<file path="config.mk">
export PLATFORM = sky130hd
export DESIGN_NAME = mixmul_split
export DESIGN_NICKNAME = d
export VERILOG_FILES = /design/src/rtl/mixmul_pkg.sv /design/src/rtl/mm_wallace.sv /design/src/rtl/mm_bypass.sv /design/src/rtl/mm_recombine.sv /design/src/rtl/mixmul_split.sv
export SDC_FILE = /design/constraint.sdc
export NUM_CORES = 1
export LEC_CHECK = 0
export ABC_CLOCK_PERIOD_IN_PS = 4000
export CAP_MARGIN = 40
export CORE_MARGIN = 4
export CORE_UTILIZATION = 60
export CTS_CLUSTER_SIZE = 30
export DETAILED_ROUTE_END_ITERATION = 12
export DONT_BUFFER_PORTS = 1
export GPL_ROUTABILITY_DRIVEN = 0
export PLACE_DENSITY_LB_ADDON = 0.05
export SKIP_LAST_GASP = 1
export SYNTH_ARGS = -nofsm -noshare
export SYNTH_HDL_FRONTEND = slang
export SYNTH_SLANG_ARGS = --single-unit
</file>
<file path="constraint.sdc">
create_clock -name clk -period 4 [get_ports clk]
set_clock_uncertainty 0.1 [all_clocks]
set_input_delay 0.2 -clock clk [delete_from_list [all_inputs] [get_ports clk]]
set_output_delay 0.2 -clock clk [all_outputs]
set_load 0.02 [all_outputs]
</file>
<file path="src/rtl/mixmul_pkg.sv">
package mixmul_pkg;

  // Which half of the second operand controls the row-skipping units.
  typedef enum logic [0:0] {
    BYP_Y_LOW  = 1'b0,
    BYP_Y_HIGH = 1'b1
  } byp_sel_e;

  // Rows left after one layer of 3:2 compression on n rows.
  function automatic int unsigned rows_after_layer(input int unsigned n);
    return n - (n / 3);
  endfunction

endpackage

</file>
<file path="src/rtl/mm_wallace.sv">
module mm_wallace #(
  parameter int W = 4
) (
  input  logic [W-1:0]   a,
  input  logic [W-1:0]   b,
  output logic [2*W-1:0] prod
);
  localparam int PW   = 2 * W;
  localparam int NL   = W;       // enough layers to reach two rows
  localparam int SLOT = 3 * W;   // row slots per layer, slack for indexing

  logic [PW-1:0] lvl [0:NL][0:SLOT-1];
  logic [PW-1:0] row_sum;
  logic [PW-1:0] row_cry;

  always_comb begin
    int unsigned cnt;
    int unsigned grp;
    int unsigned rest;
    for (int l = 0; l <= NL; l++) begin
      for (int i = 0; i < SLOT; i++) begin
        lvl[l][i] = '0;
      end
    end
    // AND plane: one shifted row per bit of b
    for (int i = 0; i < W; i++) begin
      lvl[0][i] = PW'({W{b[i]}} & a) << i;
    end
    cnt = W;
    // compression layers: each group of three rows becomes sum and carry rows
    for (int l = 0; l < NL; l++) begin
      grp  = cnt / 3;
      rest = cnt - 3 * grp;
      for (int g = 0; g < W; g++) begin
        if (g < int'(grp)) begin
          lvl[l+1][2*g]   = lvl[l][3*g] ^ lvl[l][3*g+1] ^ lvl[l][3*g+2];
          lvl[l+1][2*g+1] = ((lvl[l][3*g] & lvl[l][3*g+1]) |
                             (lvl[l][3*g] & lvl[l][3*g+2]) |
                             (lvl[l][3*g+1] & lvl[l][3*g+2])) << 1;
        end
      end
      for (int r = 0; r < W; r++) begin
        if (r < int'(rest)) begin
          lvl[l+1][2*grp+r] = lvl[l][3*grp+r];
        end
      end
      cnt = mixmul_pkg::rows_after_layer(cnt);
    end
  end

  assign row_sum = lvl[NL][0];
  assign row_cry = lvl[NL][1];

  // closing carry-propagate adder
  assign prod = row_sum + row_cry;

  always_comb begin
    a_r6_tree_exact: assert (prod == PW'(a) * PW'(b))
      else $error("tree product mismatch");
  end

endmodule

</file>
<file path="src/rtl/mm_bypass.sv">
module mm_bypass #(
  parameter int W = 4
) (
  input  logic [W-1:0]   mcand,
  input  logic [W-1:0]   ctrl,
  output logic [2*W-1:0] prod
);
  localparam int PW = 2 * W;

  logic [W:0][PW-1:0] acc_s;
  logic [W:0][PW-1:0] acc_c;

  assign acc_s[0] = '0;
  assign acc_c[0] = '0;

  // one carry-save row per control bit; a zero bit passes the row through untouched
  for (genvar j = 0; j < W; j++) begin : g_row
    logic [PW-1:0] pp_row;
    logic [PW-1:0] s_new;
    logic [PW-1:0] c_new;
    assign pp_row = PW'(mcand) << j;
    assign s_new  = acc_s[j] ^ acc_c[j] ^ pp_row;
    assign c_new  = ((acc_s[j] & acc_c[j]) | (acc_s[j] & pp_row) |
                     (acc_c[j] & pp_row)) << 1;
    assign acc_s[j+1] = ctrl[j] ? s_new : acc_s[j];
    assign acc_c[j+1] = ctrl[j] ? c_new : acc_c[j];
  end

  assign prod = acc_s[W] + acc_c[W];

  always_comb begin
    if (ctrl == '0) begin
      a_r5_idle_zero: assert (prod == '0)
        else $error("skipped array gave nonzero product");
    end
    a_r5_array_exact: assert (prod == PW'(mcand) * PW'(ctrl))
      else $error("array product mismatch");
  end

endmodule

</file>
<file path="src/rtl/mm_recombine.sv">
module mm_recombine #(
  parameter int W = 4
) (
  input  logic [2*W-1:0] pp_hh,
  input  logic [2*W-1:0] pp_hl,
  input  logic [2*W-1:0] pp_lh,
  input  logic [2*W-1:0] pp_ll,
  output logic [4*W-1:0] sum
);
  localparam int RW = 4 * W;

  logic [RW-1:0] mid;

  assign mid = RW'(pp_hl) + RW'(pp_lh);
  assign sum = (RW'(pp_hh) << (2 * W)) + (mid << W) + RW'(pp_ll);

endmodule

</file>
<file path="src/rtl/mixmul_split.sv">
module mixmul_split #(
  parameter int                   HALF_W  = 4,
  parameter mixmul_pkg::byp_sel_e BYP_SEL = mixmul_pkg::BYP_Y_LOW
) (
  input  logic                  clk,
  input  logic                  rst_n,
  input  logic                  in_valid,
  input  logic [2*HALF_W-1:0]   x,
  input  logic [2*HALF_W-1:0]   y,
  output logic                  out_valid,
  output logic [4*HALF_W-1:0]   p
);
  localparam int OPW = 2 * HALF_W;
  localparam int PPW = 2 * HALF_W;
  localparam int RW  = 4 * HALF_W;
  localparam int BYP_Y_HALF = (BYP_SEL == mixmul_pkg::BYP_Y_HIGH) ? 1 : 0;

  // reset: asserted asynchronously, released on a clock edge
  logic rst_meta_n;
  logic rst_sync_n;

  always_ff @(posedge clk or negedge rst_n) begin
    if (!rst_n) begin
      rst_meta_n <= 1'b0;
      rst_sync_n <= 1'b0;
    end else begin
      rst_meta_n <= 1'b1;
      rst_sync_n <= rst_meta_n;
    end
  end

  // cross products; index = {x half, y half}, 1 selects the high half
  logic [3:0][PPW-1:0] pp;

  for (genvar k = 0; k < 4; k++) begin : g_xp
    localparam int XH = k / 2;
    localparam int YH = k % 2;
    logic [HALF_W-1:0] xs;
    logic [HALF_W-1:0] ys;
    assign xs = (XH == 1) ? x[OPW-1:HALF_W] : x[HALF_W-1:0];
    assign ys = (YH == 1) ? y[OPW-1:HALF_W] : y[HALF_W-1:0];
    if (YH == BYP_Y_HALF) begin : g_arr
      mm_bypass #(.W(HALF_W)) u_arr (
        .mcand (xs),
        .ctrl  (ys),
        .prod  (pp[k])
      );
    end else begin : g_tree
      mm_wallace #(.W(HALF_W)) u_tree (
        .a    (xs),
        .b    (ys),
        .prod (pp[k])
      );
    end
  end

  logic [RW-1:0] sum_c;

  mm_recombine #(.W(HALF_W)) u_sum (
    .pp_hh (pp[3]),
    .pp_hl (pp[2]),
    .pp_lh (pp[1]),
    .pp_ll (pp[0]),
    .sum   (sum_c)
  );

  // output stage: next-state and register kept apart
  logic [RW-1:0] p_d;
  logic [RW-1:0] p_q;
  logic          v_d;
  logic          v_q;

  always_comb begin
    v_d = in_valid;
    p_d = p_q;
    if (in_valid) begin
      p_d = sum_c;
    end
  end

  always_ff @(posedge clk or negedge rst_n) begin
    if (!rst_n) begin
      v_q <= 1'b0;
      p_q <= '0;
    end else if (!rst_sync_n) begin
      v_q <= 1'b0;
      p_q <= '0;
    end else begin
      v_q <= v_d;
      p_q <= p_d;
    end
  end

  assign out_valid = v_q;
  assign p         = p_q;

  a_r2_valid_rise: assert property (@(posedge clk) disable iff (!rst_sync_n)
    in_valid |=> out_valid)
    else $error("out_valid missing after in_valid");

  a_r2_valid_fall: assert property (@(posedge clk) disable iff (!rst_sync_n)
    !in_valid |=> !out_valid)
    else $error("out_valid without in_valid");

  a_r4_hold_idle: assert property (@(posedge clk) disable iff (!rst_sync_n)
    !in_valid |=> $stable(p))
    else $error("p changed on idle cycle");

  a_r1_product: assert property (@(posedge clk) disable iff (!rst_sync_n)
    in_valid |=> (p == RW'($past(x)) * RW'($past(y))))
    else $error("product mismatch");

  a_r3_reset_clear: assert property (@(posedge clk)
    !rst_sync_n |-> (!out_valid && p == '0))
    else $error("outputs not cleared in reset");

endmodule

</file>
==> metrics.cfg, run 1 <==
[power_and_ir_drop]
p_per_area_mw_per_mm2 = 507.3
p_int_mw = 1.267
switchingPower_mw = 0.9492
power_frac_clock = 0.059
peakVddDrop_v = 0.0004539
power.leakage_nw = 2.186
power.share.sequential = 0.137
sw_frac_of_total = 0.4284
p_comb_frac = 0.804

[outcome]
outcome = finished with violations
violations = setup timing

[final_layout]
instances_no_fill = 498
fin_nets = 523
layout-drive-gt1-share = 0.3451
syn_to_final_growth_pct = 27.88
diodes = 0
final_util = 0.7932
fillers = 377

[logic_synthesis]
synth_common_cells = ha_1 (49), and2_1 (36), inv_1 (31), fa_1 (28), a21oi_1 (22)
ys_warn_count = 0
synth_cell_types = 49
avgSynthCellArea_um2 = 9.207
synth-edff-count = 0
synth_area_mm2 = 0.003416
synth_async_sr_flop_share = 1.000
yosysTopAreaCellShare = 0.1795
postSynthRegisterBits = 19
ys_seq_area_frac = 0.1392
yosysMostFrequentCell = ha_1
synth_nets = 467
yosys-top-cells-area = ha_1 (18%), fa_1 (16%), dfrtp_1 (14%)
syn-instance-count = 371
synth.largest_area_cell = ha_1
synthFlopType = dfrtp_1

[global_routing]
grt_pass1_vias = 3059
antenna_found_initial = 0
grt_max_degree = 28
grtUsageTotal = 0.2312
overflow = 0
grt_pass1_wl_um = 13680

[worst_setup_path]
reg2reg_from = rst_sync_n
slowest_delay_ps = 450
worst-setup-path-type = input port to flip-flop
worstPathArrival_ps = 5040
r2r_cells = 3
required_ps = 4030
path_cells = and2_4 -> ha_4 -> mux2_4 -> fa_1 -> mux2_4 -> fa_1 -> mux2_4 -> ha_4 -> a21o_1 -> a21oi_2 -> xnor2_1 -> ha_2 -> o21a_1 -> o22ai_2 -> xnor2_1 -> ha_1 -> a211o_4 -> o221ai_2 -> a221oi_2 -> xnor2_1 -> a21oi_1
crit_fanout = 8
start_kind = input port
cp-end-kind = flip-flop
rrSetupSlack_ps = 2330
crit_slowest_cell = fa_1
reg2reg_to = p[1]

[placed_design]
dp.cells = 478
hpwl_um = 5968
pre_cts_slack_ps = -1335
portBuffers = 0

[worst_hold_path]
min_to = p[0]
whs_path_depth = 2
hold_path_startpoint = in_valid
hold_path_class = input port to flip-flop

[die]
core_area_mm2 = 0.005507
start_util = 0.6203
chipWidth_um = 83.45
row_count = 27
io_pins = 36
die_h_um = 83.45
die_area_mm2 = 0.006964

[drt]
drt-total-wl_um = 8076
num_vias = 2829
drtIter0Drc = 40
drc = 0
wl_per_cell_um = 16.22
drtPass1Iterations = 4
via_per_inst = 5.681
drtAntennaViolNets = 0

[clocking]
path_clk_slew_ps = 70
cts_buffers = 3
clock_sinks = 19
clk_latency_ps = 250
clockRootBuffer = clkbuf_8
htreeDepth = 1
cts.path.max_buffers = 2
cts_tree = yes

[timing]
post-route-min-period_ps = 5008
rsz0062_at_grt = true
setup_violations = 9
timing.setup.tns_ps = -6351
setup_slack_ps = -1008
hold_viol_final = 0
fmax_mhz = 199.7
period_share = 1.252
fin_hold_ws_ps = 15.40
slew-limit-headroom = 0.4520
final_max_slew_viol_count = 0
worst_pin_slew_ps = 819.3

[flow_run]
drv_cap = 0

==> per-layer routing <==
metal / GRT usage / vias up / wire [µm]
met5: 0 / - / 0
met4: 0.03216 / 0 / 115
met3: 0.03455 / 12 / 194
met2: 0.4271 / 31 / 4286
met1: 0.2919 / 1402 / 3479
li1: - / 1384 / -
==> layout make-up <==
| type | instances | area (µm²) | share of cell area |
|---|---|---|---|
| sequential | 19 | 475.5 | 0.1089 |
| tap | 72 | 90.09 | 0.02062 |
| multi-input combinational | 310 | 3134 | 0.7176 |
| timing repair buffer | 61 | 503.0 | 0.1152 |
| clock buffer | 4 | 45.04 | 0.01031 |
| inverter | 32 | 120.1 | 0.02750 |
==> worst max-delay path: cells and delay by family <==
kind	cells	cell delay (ps)
simple gates	1	150
mux	3	850
compound gates	8	1430
fa+ha+maj	6	1940
xor+xnor	3	470
==> placed cells by master (no fill, tap or decap), types with 7 or more instances in the layout <==
cell / n
a21o_1: 13
mux2i_1: 9
ha_4: 8
nor2_1: 19
fa_1: 24
mux2_2: 17
dfrtp_1: 19
mux2_4: 7
buf_6: 10
xnor2_1: 10
nand2_1: 19
buf_4: 48
a21oi_1: 7
ha_1: 37
o21ai_0: 7
a21oi_2: 11
and2_1: 36
inv_1: 28
==> flip-flops by register name, summed over array words and instances, names as in the netlist <==
signal / count
rst_sync_n: 1
rst_meta_n: 1
p: 16
out_valid: 1
==> repair_timing <==
| item | 4_1_cts | 5_1_grt |
|---|---|---|
| resized for setup | 28 | 21 |
| pin swaps | 20 | 25 |
| endpoints found under the setup margin | 10 | 11 |
| buffers inserted | 9 | 5 |
| hold buffers | 2 | 1 |
| endpoints found under the hold margin | 25 | 5 |
==> cell families (layout without fill, tap and decap cells) <==
logic type      count (synthesis)  count (layout)  synth area share
mux                            33              33            0.1088
other cells                     1               1          0.001098
buf+inv                        42              97           0.04725
xor+xnor                       19              19           0.04872
compound gates                 73              73            0.1414
fa+ha+maj                      77              77            0.3436
simple gates                  107             107            0.1700
flops                          19              19            0.1392
==> power by group through the flow <==
stage	Clock, mW	Sequential (mW)	Combinational (mW)
2_1_floorplan	0	0.299	0.903
3_3_place_gp	0	0.307	1.26
3_5_place_dp	0	0.308	1.29
4_1_cts	0.131	0.304	1.57
5_1_grt	0.142	0.308	1.94
6_report	0.131	0.304	1.78
==> how the worst max path moves through the flow <==
stage | startpoint | to | slack (ps) | cells past startpoint
6_report | y[0] | p[14] | -1010 | 21
5_1_grt | y[0] | p[12] | -1210 | 23
3_3_place_gp | y[0] | p[14] | -1180 | 21
2_1_floorplan | y[0] | p[14] | -1070 | 21
3_5_place_dp | y[0] | p[14] | -1340 | 21
4_1_cts | y[0] | p[14] | -1000 | 21
==> per-stage QoR <==
step / cell area, µm² / total power [mW]
after floorplan: 3565 / 1.202
after detailed placement: 3949 / 1.599
after CTS: 4214 / 2.007
after global placement: 3949 / 1.572
final: 4368 / 2.216
after global routing: 4368 / 2.386
Note: power is estimated with default switching activity, not from simulation.
==> inputs of run 2 (changes only) <==
--- a/config.mk
+++ b/config.mk
@@ -13,6 +13,7 @@
 export DETAILED_ROUTE_END_ITERATION = 12
 export DONT_BUFFER_PORTS = 1
 export GPL_ROUTABILITY_DRIVEN = 0
+export GPL_TIMING_DRIVEN = 0
 export PLACE_DENSITY_LB_ADDON = 0.05
 export SKIP_LAST_GASP = 1
 export SYNTH_ARGS = -nofsm -noshare
==> run 2 against run 1 <==
The run still ends with setup timing left. Total power is 4.3% lower. Final area shrank 5.3%. Clock-buffer cell count down 1. Critical endpoint is now p[12]. Register-to-register slack better by 230 ps. Utilization decreased by 4.2 points. Highest routed layer unchanged. Global-route usage fell by 0.24 points.
==> metrics.cfg, run 2 (synthesis results as in run 1) <==
[outcome]
outcome = finished with violations
violations = setup timing

[timing]
timing.setup.tns_ps = -6056  ; +295.3 ps
fmax_mhz = 201.5  ; +0.90%
final_max_slew_viol_count = 0  ; unchanged
hold_viol_final = 0  ; unchanged
post-route-min-period_ps = 4964  ; -44.49 ps
setup_violations = 9  ; unchanged
slew-limit-headroom = 0.4545  ; +0.002537
rsz0062_at_grt = true
worst_pin_slew_ps = 815.5  ; -3.792 ps
setup_slack_ps = -963.8  ; +44.49 ps
period_share = 1.241  ; -0.01112

[drt]
num_vias = 2773  ; -2.0%
drt-total-wl_um = 7916  ; -2.0%
drtIter0Drc = 76  ; +90%
drtPass1Iterations = 4  ; unchanged
drc = 0  ; unchanged
drtAntennaViolNets = 0  ; unchanged
via_per_inst = 5.913  ; +4.1%
wl_per_cell_um = 16.88  ; +4.1%

[worst_hold_path]
hold_path_class = input port to flip-flop

[final_layout]
mostFrequentLayoutCells = and2_1 (36), ha_1 (35), inv_1 (29)
instances_no_fill = 469  ; -5.8%
largest_register_ffs = 16  ; unchanged
final_common_cell = and2_1
final_util = 0.7510  ; -0.04226
syn_to_final_growth_pct = 21.06
design_area_mm2 = 0.004135  ; -5.3%
layout-drive-gt1-share = 0.2796  ; -0.06547
fillers = 384  ; +1.9%
diodes = 0  ; unchanged
fin_nets = 494  ; -5.5%

[die]
die_area_mm2 = 0.006964  ; unchanged
chipWidth_um = 83.45  ; unchanged
core_area_mm2 = 0.005507  ; unchanged
row_count = 27  ; unchanged
io_pins = 36  ; unchanged
die_h_um = 83.45  ; unchanged
start_util = 0.6203  ; unchanged

[worst_setup_path]
reg2reg_from = rst_sync_n
path_cells = and2_4 -> ha_4 -> mux2_4 -> fa_1 -> mux2_4 -> fa_1 -> mux2_4 -> inv_2 -> fa_2 -> inv_1 -> a21o_1 -> a21oi_2 -> xnor2_1 -> ha_2 -> o21a_1 -> o22ai_2 -> xnor2_1 -> ha_1 -> a211o_4 -> o22ai_2 -> a21oi_2 -> xnor2_1 -> a211oi_1
path_depth = 23  ; +9.5%
cpLargestDelayFamily = adder cells
required_ps = 4070  ; +40 ps
worst-setup-path-type = input port to flip-flop
slowest_delay_ps = 450  ; about the same
start_kind = input port
crit_slowest_cell = fa_1
crit_end = p[12]
worstPathArrival_ps = 5030  ; about the same
r2r_cells = 4  ; +1
crit_fanout = 8  ; unchanged
rrSetupSlack_ps = 2560  ; +230 ps
cp-end-kind = flip-flop
worst-path-buf-inv = 2  ; +2
critical_path.startpoint = y[0]
reg2reg_to = p[15]

[global_routing]
grt_pass1_vias = 2940  ; -3.9%
overflow = 0  ; unchanged
grt_max_degree = 20  ; -29%
grt_pass1_wl_um = 13380  ; -2.2%
antenna_found_initial = 0  ; unchanged
grtUsageTotal = 0.2288  ; -0.002404

[clocking]
cts_buffers = 3  ; unchanged
clock_sinks = 19  ; unchanged
htreeDepth = 1  ; unchanged
cts_tree = yes
cts.path.max_buffers = 2  ; unchanged
path_clk_slew_ps = 70  ; about the same
clk_latency_ps = 260  ; about the same
clockRootBuffer = clkbuf_8

[placed_design]
portBuffers = 0  ; unchanged
dp.cells = 443  ; -7.3%
hpwl_um = 5895  ; -1.2%
placed_area_mm2 = 0.003655  ; -7.4%

[power_and_ir_drop]
p_int_mw = 1.188  ; -6.2%
p_per_area_mw_per_mm2 = 512.9  ; +1.1%
power_frac_clock = 0.062  ; +0.003
power_mw = 2.121  ; -4.3%
peakVddDrop_v = 0.0003799  ; -16%
p_comb_frac = 0.796  ; -0.008
power.share.sequential = 0.143  ; +0.006
power.leakage_nw = 2.017  ; -7.7%
sw_frac_of_total = 0.4399  ; +0.01151
switchingPower_mw = 0.9330  ; -1.7%

[flow_run]
drv_cap = 0  ; unchanged

-- run 2: cell count changes in the layout (fill, tap and decap cells not counted), moves of 3 or more --
cell      change
a21oi_1       +3
buf_4        -34
a21oi_2       -3
clkbuf_1      +4
o21ai_1       +3
-- run 2: routing by layer --
metal / part of all wire / up-vias / track usage
met1: 0.42 / 1373 / 0.2897
met5: 0 / - / 0
met4: 0.014 / 0 / 0.03655
li1: - / 1324 / -
met2: 0.53 / 61 / 0.4206
met3: 0.035 / 15 / 0.03258
-- run 2: stage by stage --
step	hold slack, ps	setup slack, ps
6_report	12.71	-963.8
4_1_cts	2.014	-997.3
3_3_place_gp	-195.2	-1380
5_1_grt	22.29	-1158
2_1_floorplan	-195.6	-1070
3_5_place_dp	-195.3	-1397
-- run 2: area by class of cell --
cell class / count / area [µm²] / share of cell area
plain buffers: 10 / 48.80 / 0.01180
multi-input cells: 310 / 3161 / 0.7643
clock buffers: 3 / 41.29 / 0.009985
inverters: 32 / 120.1 / 0.02905
flip-flops and latches: 19 / 475.5 / 0.1150
clock inverters: 1 / 5.005 / 0.001210
repair buffers: 22 / 193.9 / 0.04690
well taps: 72 / 90.09 / 0.02179
-- run 2: what timing repair did --
item / CTS / global route
endpoints found under the setup margin: 9 / 9
pin swaps: 18 / 32
hold buffers: 1 / 0
resized for setup: 19 / 31
setup buffers: 12 / 10
endpoints found under the hold margin: 19 / 0
-- run 2: power by group through the flow --
stage          combinational (mW)  clock, mW  sequential [mW]
4_1_cts                      1.36      0.136            0.304
2_1_floorplan               0.903          0            0.299
5_1_grt                      1.84      0.146            0.307
6_report                     1.69      0.131            0.303
3_3_place_gp                 1.05          0            0.307
3_5_place_dp                 1.08          0            0.308
-- run 2: worst min path at each step --
stage          startpoint   endpoint  cells past startpoint
2_1_floorplan       rst_n  out_valid                      0
3_3_place_gp        rst_n       p[2]                      0
3_5_place_dp        rst_n       p[3]                      0
4_1_cts              x[0]       p[0]                      2
5_1_grt              x[0]       p[0]                      2
6_report             x[0]       p[0]                      2
